File: src/rtl/gpx_pkg.sv
package gpx_pkg;
  // Register kinds; address = kind * banks + bank
  typedef enum logic [2:0] {
    RK_IN   = 3'd0,
    RK_POL  = 3'd1,
    RK_HOLD = 3'd2,
    RK_PULL = 3'd3,
    RK_CFG  = 3'd4,
    RK_OUT  = 3'd5,
    RK_MASK = 3'd6,
    RK_NONE = 3'd7
  } regkind_e;

  localparam int unsigned KINDS = 7;
endpackage

File: src/rtl/gpx_sync.sv
module gpx_sync #(
  parameter int unsigned W = 16
) (
  input  logic         clk,
  input  logic         rst_n,
  input  logic [W-1:0] d,
  output logic [W-1:0] q
);
  logic [W-1:0] meta;

  always_ff @(posedge clk or negedge rst_n) begin
    if (!rst_n) begin
      meta <= '0;
      q    <= '0;
    end else begin
      meta <= d;
      q    <= meta;
    end
  end
endmodule

File: src/rtl/gpx_bank.sv
module gpx_bank
  import gpx_pkg::*;
#(
  parameter int unsigned BW = 8
) (
  input  logic          clk,
  input  logic          rst_n,
  input  logic          wr_en,
  input  regkind_e      wr_kind,
  input  logic [BW-1:0] wdata,
  output logic [BW-1:0] cfg_q,
  output logic [BW-1:0] out_q,
  output logic [BW-1:0] pol_q,
  output logic [BW-1:0] hold_q,
  output logic [BW-1:0] pull_q,
  output logic [BW-1:0] mask_q
);
  always_ff @(posedge clk or negedge rst_n) begin
    if (!rst_n) begin
      cfg_q  <= '1;
      mask_q <= '1;
      hold_q <= '1;
      out_q  <= '0;
      pol_q  <= '0;
      pull_q <= '0;
    end else if (wr_en) begin
      case (wr_kind)
        RK_POL:  pol_q  <= wdata;
        RK_HOLD: hold_q <= wdata;
        RK_PULL: pull_q <= wdata;
        RK_CFG:  cfg_q  <= wdata;
        RK_OUT:  out_q  <= wdata;
        RK_MASK: mask_q <= wdata;
        default: ;
      endcase
    end
  end
endmodule

File: src/rtl/gpx_chg.sv
module gpx_chg #(
  parameter int unsigned BW = 8
) (
  input  logic          clk,
  input  logic          rst_n,
  input  logic          rd_in,
  input  logic [BW-1:0] smp,
  input  logic [BW-1:0] cfg,
  input  logic [BW-1:0] mask,
  output logic          pend
);
  logic [BW-1:0] snap;

  always_ff @(posedge clk or negedge rst_n) begin
    if (!rst_n)     snap <= '0;
    else if (rd_in) snap <= smp;
  end

  // A difference counts only on input pins that are not masked
  assign pend = |((smp ^ snap) & cfg & ~mask);
endmodule

File: src/rtl/gpx_core.sv
module gpx_core
  import gpx_pkg::*;
#(
  parameter int unsigned BANKS  = 2,
  parameter int unsigned BW     = 8,
  parameter int unsigned NPIN   = BANKS * BW,
  parameter int unsigned ADDR_W = $clog2(KINDS * BANKS)
) (
  input  logic              clk,
  input  logic              rst_n,
  input  logic              reg_wr,
  input  logic              reg_rd,
  input  logic [ADDR_W-1:0] reg_addr,
  input  logic [BW-1:0]     reg_wdata,
  output logic [BW-1:0]     reg_rdata,
  input  logic [NPIN-1:0]   pin_in,
  output logic [NPIN-1:0]   pin_oe,
  output logic [NPIN-1:0]   pin_out,
  output logic [NPIN-1:0]   hold_en,
  output logic [NPIN-1:0]   pull_en,
  output logic [NPIN-1:0]   pull_up,
  output logic              int_n_oe
);
  logic [BANKS-1:0][BW-1:0] pin_s, cfg, outr, pol, hold, pull, mask;
  logic [BANKS-1:0]         pend;
  logic [NPIN-1:0]          mask_flat;
  logic [ADDR_W-1:0]        kind_raw, bank_raw;
  regkind_e                 acc_kind;
  logic [BW-1:0]            rd_val;

  always_comb begin
    kind_raw = reg_addr / ADDR_W'(BANKS);
    bank_raw = reg_addr % ADDR_W'(BANKS);
    acc_kind = (kind_raw < ADDR_W'(KINDS)) ? regkind_e'(kind_raw[2:0]) : RK_NONE;
  end

  gpx_sync #(.W(NPIN)) u_sync (
    .clk (clk),
    .rst_n (rst_n),
    .d (pin_in),
    .q (pin_s)
  );

  for (genvar b = 0; b < BANKS; b++) begin : g_bank
    logic sel;
    assign sel = (bank_raw == ADDR_W'(b));

    gpx_bank #(.BW(BW)) u_bank (
      .clk     (clk),
      .rst_n   (rst_n),
      .wr_en   (reg_wr && sel),
      .wr_kind (acc_kind),
      .wdata   (reg_wdata),
      .cfg_q   (cfg[b]),
      .out_q   (outr[b]),
      .pol_q   (pol[b]),
      .hold_q  (hold[b]),
      .pull_q  (pull[b]),
      .mask_q  (mask[b])
    );

    gpx_chg #(.BW(BW)) u_chg (
      .clk   (clk),
      .rst_n (rst_n),
      .rd_in (reg_rd && sel && (acc_kind == RK_IN)),
      .smp   (pin_s[b]),
      .cfg   (cfg[b]),
      .mask  (mask[b]),
      .pend  (pend[b])
    );
  end

  assign pin_oe    = ~cfg;
  assign pin_out   = outr;
  assign hold_en   = hold;
  assign pull_en   = ~hold;
  assign pull_up   = pull & ~hold;
  assign mask_flat = mask;
  assign int_n_oe  = |pend;

  always_comb begin
    rd_val = '0;
    for (int b = 0; b < BANKS; b++) begin
      if (bank_raw == ADDR_W'(b)) begin
        case (acc_kind)
          RK_IN:   rd_val = pin_s[b] ^ pol[b];
          RK_POL:  rd_val = pol[b];
          RK_HOLD: rd_val = hold[b];
          RK_PULL: rd_val = pull[b];
          RK_CFG:  rd_val = cfg[b];
          RK_OUT:  rd_val = outr[b];
          RK_MASK: rd_val = mask[b];
          default: rd_val = '0;
        endcase
      end
    end
  end

  always_ff @(posedge clk or negedge rst_n) begin
    if (!rst_n)      reg_rdata <= '0;
    else if (reg_rd) reg_rdata <= rd_val;
  end
endmodule

File: config.mk
export PLATFORM = sky130hd
export DESIGN_NAME = gpx_core
export DESIGN_NICKNAME = d
export VERILOG_FILES = /design/src/rtl/gpx_pkg.sv /design/src/rtl/gpx_sync.sv /design/src/rtl/gpx_bank.sv /design/src/rtl/gpx_chg.sv /design/src/rtl/gpx_core.sv
export SDC_FILE = /design/constraint.sdc
export NUM_CORES = 1
export LEC_CHECK = 0
export ABC_CLOCK_PERIOD_IN_PS = 1300
export BUFFER_PORTS_ARGS = -buffer_cell sky130_fd_sc_hd__clkbuf_2
export CAP_MARGIN = 0
export CORE_MARGIN = 3
export CORE_UTILIZATION = 51
export DETAILED_ROUTE_END_ITERATION = 8
export HOLD_SLACK_MARGIN = 0.05
export PLACE_DENSITY = 0.84
export SETUP_SLACK_MARGIN = 0.05
export SYNTH_ARGS = -nofsm -noshare
export SYNTH_HDL_FRONTEND = slang
export SYNTH_SLANG_ARGS = --single-unit
File: constraint.sdc
create_clock -name clk -period 1.3 [get_ports clk]
set_input_delay 0.26 -clock clk [delete_from_list [all_inputs] [get_ports clk]]
set_output_delay 0.26 -clock clk [all_outputs]
set_load 0.01 [all_outputs]
==> flow_summary.toml <==
[final_layout]
syn_to_final_growth_pct = 56.1
drive_gt1_frac = 0.608
nets = 949
diodes = 0
regArea_sq_um = 3870
multi_input_area_sq_um = 3290
fillers = 712

[clock_tree]
htreeDepth = 4
cts_made_buffers = 17
clk_path_buf_depth = 2
cts-root-buf = "clkbuf_16"
cts_tree = "built"
cts.clk_slew.worst_paths_ns = 0.06
clock_latency_ns = 0.42
numClockSinks = 152

[routing]
drt_pass1_iterations = 6
routed_wl_mm = 26.1
first_iter_violations = 511
route.detailed.drc = 0
routedWlPerCell_microns = 23.6
antenna_left = 0
num_vias = 6372
viasPerCell = 5.76

[grt]
track_usage = 0.334
overflow = 0
grt_pass1_vias = 6271
antenna_found_initial = 0
grt_max_degree = 44
grt_pass1_wl_mm = 36.9

[synthesis]
ys_ff_latch = 152
yosys_warnings = 0
synth_ff_type = "dfrtp_1"
synth_edf_count = 0
ys_types = 43
syn_avg_cell_area_sq_um = 11.5
async_reset_ff_frac = 1.00
ys_seq_area_frac = 0.549
synth_area_sq_um = 7030
synth_fp_nets = 644
syn_inst = 612

[place]
portBuffers = 120
dp_hpwl_mm = 17.1
finalWeightedCongestion = 0.984

[timing]
timing.final.ws_setup_ns = -0.764
period_needed_ns = 2.06
maxSlewHeadroom = 0.711
post-route-period-util = 1.59
hold_violations = 0
rsz0062_at_grt = "yes"
tightest_slew_ns = 0.433
timing.hold.ws_ns = 0.246
finalMaxSlewViolations = 0
fin_skew_ns = 0.00941
fmaxAchievable_mhz = 484
setup_violations = 79
tns_ns = -12.18

[worst_setup_path]
cpPeakStageDelay_ns = 0.40
crit_chain = "xnor2_1 > nor3_2 > nor4_2 > nand4_1 > clkbuf_2"
crit_path_end_kind = "primary output"
arrival_ns = 1.80
cp_data_required_time_ns = 1.04
crit_slowest_cell = "dfrtp_1"
cp-start-kind = "flop"
crit_fanout = 2
worstSetupPathType = "reg2out"

[floorplanning]
die_w_microns = 123
ios = 121
die_area_sq_um = 15200
start_util = 0.527
die_y_microns = 123
rows = 42
core_region_area_sq_um = 13300

[run]
cap_violations = 0

[power_and_ir_drop]
p_leak_nw = 4.95
finalPower_mw = 17.9
peakVddDrop_mv = 1.69
power_density_nw_per_um2 = 1630

[outcome]
outcome = "complete, but fails checks"
violations = "setup timing"

[min_path]
worst_hold_path_type = "in2reg"
==> placed cells by master, fill, tap and decap left out, types with 9 or more instances in the layout <==
cell	n
a22oi_1	9
buf_12	15
buf_2	9
buf_4	127
buf_6	92
clkbuf_16	17
clkbuf_2	53
dfrtp_1	102
dfstp_2	48
dlygate4sd3_1	17
inv_2	29
mux2_2	70
mux2_4	20
nand2_1	63
nor2b_1	20
nor3_1	13
o21ai_0	37
xnor2_1	26
==> repair_timing <==
action | 4_1_cts | 5_1_grt
endpoints found under the setup margin | 112 | 115
pin swaps | 24 | 11
hold endpoints to repair | 101 | 0
resized for setup | 106 | 154
hold buffers | 17 | 0
setup buffers | 37 | 27
==> per-layer routing <==
metal,vias up,global-route usage,part of all wire
met3,51,0.0810,0.074
li1,2757,-,-
met1,3229,0.456,0.41
met2,335,0.533,0.48
met5,-,0,0
met4,0,0.0955,0.027
==> worst paths after layout <==
path | start | endpoint | slack, ns | depth (start not counted)
setup / recovery | u_sync.q[7] | int_n_oe | -0.76 | 5
hold / removal | reg_rd | reg_rdata[7] | 0.25 | 3
setup reg to reg | u_sync.q[8] | reg_rdata[0] | -0.39 | 7
hold reg to reg | u_sync.meta[8] | u_sync.q[8] | 0.35 | 0
max in group asynchronous | rst_n | g_bank[1].u_bank.cfg_q[5] | 0.41 | 3
min in group asynchronous | rst_n | g_bank[1].u_bank.out_q[7] | 0.28 | 2
==> Yosys cell counts, types with 2 or more instances <==
cell type,number,area [sq um]
nor2_1,9,33.8
a221o_1,3,30.0
nand4b_1,2,17.5
buf_4,4,30.0
o2111ai_1,3,26.3
nand2b_1,5,31.3
nand2_1,65,244
inv_1,33,124
nor4_1,4,25.0
buf_2,14,70.1
o211ai_1,2,15.0
nor3_2,3,30.0
nand3b_1,3,22.5
a22o_1,8,70.1
and3_1,2,12.5
a21oi_1,10,50.1
clkbuf_1,17,63.8
o21ai_0,44,220
dfrtp_1,104,2600
mux2_2,90,1010
o221a_2,3,33.8
nor3_1,20,100
a211oi_1,6,45.0
mux2i_1,8,80.1
nor2b_1,23,144
nor2_2,5,31.3
dfstp_2,48,1260
a31oi_1,3,18.8
a221oi_1,12,105
a22oi_1,9,67.6
nand3_1,9,45.0
xnor2_1,30,263
==> report_power, final <==
| part | leakage (nW) | switching [mW] | internal [mW] |
|---|---|---|---|
| sequential | 1.76 | 0.904 | 5.91 |
| clock | 0.267 | 2.02 | 2.89 |
| combinational | 2.92 | 2.67 | 3.53 |
| total | 4.95 | 5.59 | 12.3 |
==> cells by family after synthesis <==
kind of cell              count (synthesis)  synth area share
and+or+nand+nor                         156             0.113
DFF                                     152             0.549
AOI/OAI and AO/OA                       107             0.102
muxes                                    98             0.155
buffers and inverters                    69            0.0425
xor gates and xnor gates                 30            0.0374
==> through the flow <==
stage	cells	utilization	instance area, sq um	worst slack [ns]
2_1_floorplan	612	-	7290	-0.173
5_1_grt	1106	0.822	11000	-0.834
6_report	1106	0.822	11000	-0.764
3_5_place_dp	1016	0.682	9110	-0.599
4_1_cts	1090	0.780	10400	-0.709
3_3_place_gp	1016	0.682	9110	-0.571
==> critical path, delay by kind of cell (launching register included) <==
kind	cells	cell delay, ns
simple gates	3	0.58
buf+inv	1	0.18
xor+xnor	1	0.21
flops	1	0.40
==> final cells by class <==
type / count / area share
Clock inverter: 10 / 0.0111
Sequential cell: 152 / 0.352
Clock buffer: 22 / 0.0414
Multi-Input combinational cell: 391 / 0.300
Timing Repair Buffer: 322 / 0.263
Tap cell: 176 / 0.0201
Inverter: 33 / 0.0120
==> registers in the layout (all words and copies together) (netlist names) <==
signal / cells
g_bank.u_bank.cfg_q: 16
g_bank.u_bank.hold_q: 16
g_bank.u_bank.mask_q: 16
g_bank.u_bank.out_q: 16
g_bank.u_bank.pol_q: 16
g_bank.u_bank.pull_q: 16
g_bank.u_chg.snap: 16
reg_rdata: 8
u_sync.meta: 16
u_sync.q: 16
No activity file was read; power rests on OpenSTA's default activity.
